<file path="src/rtl/r4_adder_pkg.sv">
`timescale 1ns/1ps
package r4_adder_pkg;

  typedef enum logic [1:0] {
    DIG_KILL = 2'd0,
    DIG_PROP = 2'd1,
    DIG_GEN  = 2'd2
  } dig_kind_e;

  // classify a radix-4 digit by the sum of its two operand digits
  function automatic dig_kind_e dig_classify(input logic [2:0] s);
    if (s >= 3'd4) return DIG_GEN;
    if (s == 3'd3) return DIG_PROP;
    return DIG_KILL;
  endfunction

endpackage

</file>
<file path="src/rtl/r4_ripple_unit.sv">
`timescale 1ns/1ps
module r4_ripple_unit
  import r4_adder_pkg::*;
#(
  parameter int WIDTH    = 56,
  parameter int INC_MODE = 0
) (
  input  logic             clk_i,
  input  logic             rst_ni,
  input  logic             load_i,
  input  logic [WIDTH-1:0] a_i,
  input  logic [WIDTH-1:0] b_i,
  input  logic             cin_i,
  input  logic             release_i,
  output logic             busy_o,
  output logic             done_o,
  output logic [WIDTH-1:0] sum_o,
  output logic             cout_o
);

  localparam int DIGITS = WIDTH / 2;

  logic [WIDTH-1:0]  b_eff, a_q, b_q;
  logic              cin_q, busy_q;
  logic [DIGITS-1:0] co_q, pend_q, co_ld, pend_ld, co_nx, pend_nx;

  assign b_eff = (INC_MODE != 0) ? '0 : b_i;

  for (genvar d = 0; d < DIGITS; d++) begin : g_dig
    logic [2:0] s_ld;
    dig_kind_e  kind;
    logic       c_in;

    assign s_ld = {1'b0, a_i[2*d +: 2]} + {1'b0, b_eff[2*d +: 2]};
    assign kind = dig_classify(s_ld);

    if (d == 0) begin : g_lsd
      // carry-in is known at load, so digit 0 never waits
      assign co_ld[d]   = (kind == DIG_GEN) | ((kind == DIG_PROP) & cin_i);
      assign pend_ld[d] = 1'b0;
      assign co_nx[d]   = co_q[d];
      assign pend_nx[d] = 1'b0;
      assign c_in       = cin_q;
    end else begin : g_hsd
      assign co_ld[d]   = (kind == DIG_GEN);
      assign pend_ld[d] = (kind == DIG_PROP);
      // a waiting digit settles once the digit below has settled
      assign pend_nx[d] = pend_q[d] & pend_q[d-1];
      assign co_nx[d]   = (pend_q[d] & ~pend_q[d-1]) ? co_q[d-1] : co_q[d];
      assign c_in       = co_q[d-1];
    end

    assign sum_o[2*d +: 2] = a_q[2*d +: 2] + b_q[2*d +: 2] + {1'b0, c_in};
  end

  always_ff @(posedge clk_i or negedge rst_ni) begin
    if (!rst_ni) begin
      busy_q <= 1'b0;
      a_q    <= '0;
      b_q    <= '0;
      cin_q  <= 1'b0;
      co_q   <= '0;
      pend_q <= '0;
    end else if (load_i) begin
      busy_q <= 1'b1;
      a_q    <= a_i;
      b_q    <= b_eff;
      cin_q  <= cin_i;
      co_q   <= co_ld;
      pend_q <= pend_ld;
    end else begin
      if (release_i) busy_q <= 1'b0;
      co_q   <= co_nx;
      pend_q <= pend_nx;
    end
  end

  assign busy_o = busy_q;
  assign done_o = busy_q & ~|pend_q;
  assign cout_o = co_q[DIGITS-1];

  p_sum_exact_r1: assert property (@(posedge clk_i) disable iff (!rst_ni)
    done_o |-> ({cout_o, sum_o} == ({1'b0, a_q} + {1'b0, b_q} + {{WIDTH{1'b0}}, cin_q})));

  p_progress_r3: assert property (@(posedge clk_i) disable iff (!rst_ni)
    (busy_q && (|pend_q) && !load_i) |=> ($countones(pend_q) < $past($countones(pend_q))));

  p_load_idle_r4: assert property (@(posedge clk_i) disable iff (!rst_ni)
    load_i |-> !busy_q);

  p_release_done_r5: assert property (@(posedge clk_i) disable iff (!rst_ni)
    release_i |-> done_o);

  p_done_stable_r6: assert property (@(posedge clk_i) disable iff (!rst_ni)
    (done_o && !release_i) |=> (done_o && $stable(sum_o) && $stable(cout_o)));

endmodule

</file>
<file path="src/rtl/r4_issue_rotor.sv">
`timescale 1ns/1ps
module r4_issue_rotor #(
  parameter int NUM_UNITS = 4
) (
  input  logic                 clk_i,
  input  logic                 rst_ni,
  input  logic                 valid_i,
  input  logic [NUM_UNITS-1:0] busy_i,
  output logic                 ready_o,
  output logic [NUM_UNITS-1:0] load_o
);

  localparam int PTRW = (NUM_UNITS > 1) ? $clog2(NUM_UNITS) : 1;
  localparam logic [PTRW-1:0] PTR_LAST = PTRW'(NUM_UNITS - 1);

  logic [PTRW-1:0] ptr_q;
  logic            fire;

  assign ready_o = ~busy_i[ptr_q];
  assign fire    = valid_i & ready_o;

  always_comb begin
    load_o        = '0;
    load_o[ptr_q] = fire;
  end

  always_ff @(posedge clk_i or negedge rst_ni) begin
    if (!rst_ni)   ptr_q <= '0;
    else if (fire) ptr_q <= (ptr_q == PTR_LAST) ? '0 : ptr_q + 1'b1;
  end

  p_rotate_r3: assert property (@(posedge clk_i) disable iff (!rst_ni)
    (fire && ptr_q != PTR_LAST) |=> (ptr_q == $past(ptr_q) + 1'b1));

  p_stall_hold_r4: assert property (@(posedge clk_i) disable iff (!rst_ni)
    (valid_i && busy_i[ptr_q]) |=> $stable(ptr_q));

endmodule

</file>
<file path="src/rtl/r4_retire_rotor.sv">
`timescale 1ns/1ps
module r4_retire_rotor #(
  parameter int NUM_UNITS = 4,
  parameter int PTRW      = (NUM_UNITS > 1) ? $clog2(NUM_UNITS) : 1
) (
  input  logic                 clk_i,
  input  logic                 rst_ni,
  input  logic [NUM_UNITS-1:0] done_i,
  input  logic                 ready_i,
  output logic                 valid_o,
  output logic [NUM_UNITS-1:0] release_o,
  output logic [PTRW-1:0]      sel_o
);

  localparam logic [PTRW-1:0] PTR_LAST = PTRW'(NUM_UNITS - 1);

  logic [PTRW-1:0] ptr_q;
  logic            take;

  // only the head of the rotation may be presented
  assign valid_o = done_i[ptr_q];
  assign take    = valid_o & ready_i;
  assign sel_o   = ptr_q;

  always_comb begin
    release_o        = '0;
    release_o[ptr_q] = take;
  end

  always_ff @(posedge clk_i or negedge rst_ni) begin
    if (!rst_ni)   ptr_q <= '0;
    else if (take) ptr_q <= (ptr_q == PTR_LAST) ? '0 : ptr_q + 1'b1;
  end

  p_head_wait_r5: assert property (@(posedge clk_i) disable iff (!rst_ni)
    !done_i[ptr_q] |=> $stable(ptr_q));

  p_head_hold_r6: assert property (@(posedge clk_i) disable iff (!rst_ni)
    (valid_o && !ready_i) |=> (valid_o && $stable(sel_o)));

endmodule

</file>
<file path="src/rtl/r4_interleaved_adder.sv">
`timescale 1ns/1ps
module r4_interleaved_adder #(
  parameter int WIDTH     = 56,
  parameter int NUM_UNITS = 4,
  parameter int INC_MODE  = 0
) (
  input  logic             clk_i,
  input  logic             rst_ni,
  input  logic             in_valid_i,
  output logic             in_ready_o,
  input  logic [WIDTH-1:0] in_a_i,
  input  logic [WIDTH-1:0] in_b_i,
  input  logic             in_cin_i,
  output logic             out_valid_o,
  input  logic             out_ready_i,
  output logic [WIDTH-1:0] out_sum_o,
  output logic             out_cout_o
);

  localparam int PTRW = (NUM_UNITS > 1) ? $clog2(NUM_UNITS) : 1;

  logic [NUM_UNITS-1:0] unit_busy, unit_done, unit_load, unit_rel, unit_cout;
  logic [WIDTH-1:0]     unit_sum [NUM_UNITS];
  logic [PTRW-1:0]      sel;

  r4_issue_rotor #(.NUM_UNITS(NUM_UNITS)) u_issue (
    .clk_i   (clk_i),
    .rst_ni  (rst_ni),
    .valid_i (in_valid_i),
    .busy_i  (unit_busy),
    .ready_o (in_ready_o),
    .load_o  (unit_load)
  );

  for (genvar u = 0; u < NUM_UNITS; u++) begin : g_unit
    r4_ripple_unit #(.WIDTH(WIDTH), .INC_MODE(INC_MODE)) u_ripple (
      .clk_i     (clk_i),
      .rst_ni    (rst_ni),
      .load_i    (unit_load[u]),
      .a_i       (in_a_i),
      .b_i       (in_b_i),
      .cin_i     (in_cin_i),
      .release_i (unit_rel[u]),
      .busy_o    (unit_busy[u]),
      .done_o    (unit_done[u]),
      .sum_o     (unit_sum[u]),
      .cout_o    (unit_cout[u])
    );
  end

  r4_retire_rotor #(.NUM_UNITS(NUM_UNITS), .PTRW(PTRW)) u_retire (
    .clk_i     (clk_i),
    .rst_ni    (rst_ni),
    .done_i    (unit_done),
    .ready_i   (out_ready_i),
    .valid_o   (out_valid_o),
    .release_o (unit_rel),
    .sel_o     (sel)
  );

  assign out_sum_o  = unit_sum[sel];
  assign out_cout_o = unit_cout[sel];

  p_full_stall_r4: assert property (@(posedge clk_i) disable iff (!rst_ni)
    (&unit_busy) |-> !in_ready_o);

  p_out_hold_r6: assert property (@(posedge clk_i) disable iff (!rst_ni)
    (out_valid_o && !out_ready_i) |=>
      (out_valid_o && $stable(out_sum_o) && $stable(out_cout_o)));

  p_idle_quiet_r7: assert property (@(posedge clk_i) disable iff (!rst_ni)
    (~|unit_busy) |-> (in_ready_o && !out_valid_o));

endmodule

</file>
<file path="config.mk">
export PLATFORM = sky130hd
export DESIGN_NAME = r4_interleaved_adder
export DESIGN_NICKNAME = d
export VERILOG_FILES = /design/src/rtl/r4_adder_pkg.sv /design/src/rtl/r4_ripple_unit.sv /design/src/rtl/r4_issue_rotor.sv /design/src/rtl/r4_retire_rotor.sv /design/src/rtl/r4_interleaved_adder.sv
export SDC_FILE = /design/constraint.sdc
export NUM_CORES = 2
export LEC_CHECK = 0
export ABC_AREA = 1
export ABC_CLOCK_PERIOD_IN_PS = 2100
export BUFFER_PORTS_ARGS = -buffer_cell sky130_fd_sc_hd__buf_4
export CAP_MARGIN = 30
export CORE_MARGIN = 2
export CORE_UTILIZATION = 35
export CTS_CLUSTER_DIAMETER = 50
export CTS_CLUSTER_SIZE = 24
export DETAILED_ROUTE_END_ITERATION = 8
export PLACE_DENSITY_LB_ADDON = 0.1
export SLEW_MARGIN = 40
export SYNTH_ARGS = -nofsm -noshare
export SYNTH_HDL_FRONTEND = slang
export SYNTH_SLANG_ARGS = --single-unit
</file>
<file path="constraint.sdc">
create_clock -name clk_i -period 2.1 [get_ports clk_i]
set_input_delay 0.105 -clock clk_i [delete_from_list [all_inputs] [get_ports clk_i]]
set_output_delay 0.105 -clock clk_i [all_outputs]
set_load 0.1 [all_outputs]
</file>
==> out/qor.csv <==
stage;metric;value;unit
synth;count of cell types in the netlist;34;
critical_path;startpoint types;register;
critical_path;worst endpoint data arrival time;2.43;ns
layout;Fillers;9405;
min_path;Min-Delay Path Class;in2async;
die;num ports;176;
place;Placed Area;39000;um^2
place;DP Wirelength;70000;um
timing;final worst slack;-0.432;ns
timing;clk_skew;0.0273;ns
synth;Syn Area/Cell;8.65;um^2
timing;Max Transition Viols Final;0;
die;Die X;320;um
layout;fin nets;4752;
die;DIE AREA;102000;um^2
synth;Post-Syn Area;35000;um^2
clock_network;Worst-path clk slew;0.05;ns
timing;hold_ws;0.120;ns
layout;n_diodes;0;
timing;Final Hold Vio Count;0;
synth;Synth Flop Type;dfrtp_1;
status;outcome;finished, violations left;
critical_path;critical path peak fanout;2;
layout;layout cells sized above 1;22.1;%
route;DRC Markers;0;
timing;Tcrit/Tclk final;121;%
synth;Seq cells post-synth;680;
status;violated checks;setup timing;
clock_network;clock buffer depth;3;
grt;initial antenna violation count;1;
synth;Post-synth EDFFs;0;
clock_network;clock root cell;clkbuf_16;
route;final wirelength;110000;um
synth;asr flop ratio synth;100;%
timing;Slew HR;65.8;%
synth;post-synthesis net count;4332;
timing;Slew @ Worst Pin;0.512;ns
timing;fmax;395;MHz
route;average wire per standard cell;18.8;um
layout;sequential cell area;17000;um^2
route;mean number of vias per cell;4.83;
synth;Cells after Synth;4039;
timing;min Tclk post-route;2.53;ns
grt;number of global-route vias before repair;28500;
route;DRT iter0 DRCs;1702;
layout;design area;47200;um^2
run;maxcap violations;0;
die;# rows;115;
grt;largest net degree at the start of global routing;79;
critical_path;data required time at the worst endpoint;2.00;ns
timing;Final setup viols;58;
critical_path;WS Path Type;reg2out;
clock_network;CTS sink count;680;
die;Core Footprint;98700;um^2
route;via count;28200;
layout;commonest non-fill, non-tap cell in the layout;nand2_1;
timing;RSZ-0062 raised after global routing;true;
clock_network;H-tree levels;3;
clock_network;Inserted Clock Buffers;115;
place;Placer Congestion;0.773;
clock_network;CTS tree;built;
synth;Ys Warns;0;
grt;first-pass GRT wire length;169000;um
layout;commonest cells after routing, fill and taps aside;nand2_1 (1111), dfrtp_1 (678), o21ai_0 (409);
grt;Total GRT Usage;21.1;%
route;Routed Antenna Nets;0;
die;Initial Utilization;35.4;%
route;first drt pass iteration count;5;
critical_path;crit end category;output pin;
place;I/O Buffers;175;
clock_network;Clock Latency Late Sink;0.69;ns
layout;Multi-input gate area;16800;um^2
layout;Syn-to-layout area delta;35.2;%
grt;remaining global-route overflow;0;
die;Die Y;320;um
synth;Seq/Total Area, Yosys;48.7;%
## final timing paths
check,startpoint,endpoint,slack (ns),depth (start not counted)
setup reg to reg,u_issue.ptr_q[0],g_unit[3].u_ripple.co_q[16],0.10,12
min in group clk_i,in_a_i[0],g_unit[3].u_ripple.a_q[0],0.21,4
hold reg to reg,g_unit[2].u_ripple.busy_o,g_unit[2].u_ripple.busy_o,0.48,2
setup / recovery,g_unit[1].u_ripple.a_q[50],out_sum_o[51],-0.43,8
hold / removal,rst_ni,g_unit[0].u_ripple.cin_q,0.12,3
max in group asynchronous,rst_ni,g_unit[1].u_ripple.co_q[18],1.37,4
## critical path: stages, from the launching register on
cell     delay (ns)
dfrtp_1        0.33
inv_2          0.06
fa_2           0.39
xor2_1         0.17
o21ai_1        0.14
a21oi_1        0.08
or2_4          0.25
o22ai_4        0.13
buf_12         0.20
## layer usage
metal	GRT usage, %	part of all wire, %
met3	3.02	2.9
met5	0	0
met4	5.40	1.9
met2	34.3	47
met1	29.6	48
## synthesized netlist by cell type (11+ instances only)
cell,n,area share [%]
nand3_1,221,3.2
nor2_1,73,0.78
nand4_1,11,0.20
nand3b_1,29,0.62
o211ai_1,15,0.32
xor2_1,83,2.1
fa_1,140,8.0
a32o_1,28,0.80
nand2_1,1142,12
buf_2,86,1.2
xnor2_1,57,1.4
dfrtp_1,680,49
a21oi_1,113,1.6
o22ai_1,27,0.48
or2_2,53,0.95
o21ai_0,624,8.9
inv_1,449,4.8
ha_1,36,1.3
o21ai_1,47,0.67
clkbuf_1,94,1.0
## what timing repair did
item	in CTS	in global routing
buffers inserted	50	15
pin swaps	120	72
hold endpoints to repair	1210	0
hold buffers	117	0
gates resized for setup	495	171
cloned	14	9
endpoints found under the setup margin	59	117
## through the flow
step / cells / utilization (%) / setup TNS, ns / setup slack, ns
2_1_floorplan: 4039 / - / -20.94 / -0.105
3_3_place_gp: 5431 / 39.5 / 0 / 0.0417
3_5_place_dp: 5431 / 39.5 / 0 / 0.0263
4_1_cts: 5826 / 47.1 / -22.92 / -0.487
5_1_grt: 5843 / 47.9 / -23.21 / -0.538
6_report: 5843 / 47.9 / -17.74 / -0.432
## flip-flops by register name (all words and copies together) (netlist names)
| register | count |
|---|---|
| g_unit.u_ripple.a_q | 224 |
| u_retire.sel_o | 2 |
| g_unit.u_ripple.b_q | 224 |
| g_unit.u_ripple.pend_q | 108 |
| g_unit.u_ripple.co_q | 112 |
| u_issue.ptr_q | 2 |
| g_unit.u_ripple.cin_q | 4 |
| g_unit.u_ripple.busy_o | 4 |
## area by class of cell
class,instances,area share [%]
multi-input combinational,2711,35.6
clock inverter,70,1.91
inverter,455,3.73
clock buffer,144,6.75
tap,1287,3.41
sequential,680,36.0
timing repair buffer,496,12.6
## cell families (layout without fill, tap and decap cells)
kind of cell / count (synthesis) / after routing / synth area share, %
DFF: 680 / 680 / 48.7
xor gates and xnor gates: 140 / 140 / 3.51
adders and majority gates: 176 / 176 / 9.31
AOI/OAI and AO/OA: 859 / 859 / 13.0
buffers and inverters: 648 / 1165 / 7.39
and+or+nand+nor: 1536 / 1536 / 18.1
Power is left out: the tool's default activity adds up to more than one toggle a clock period on the data nets, which glitch-free logic cannot reach.
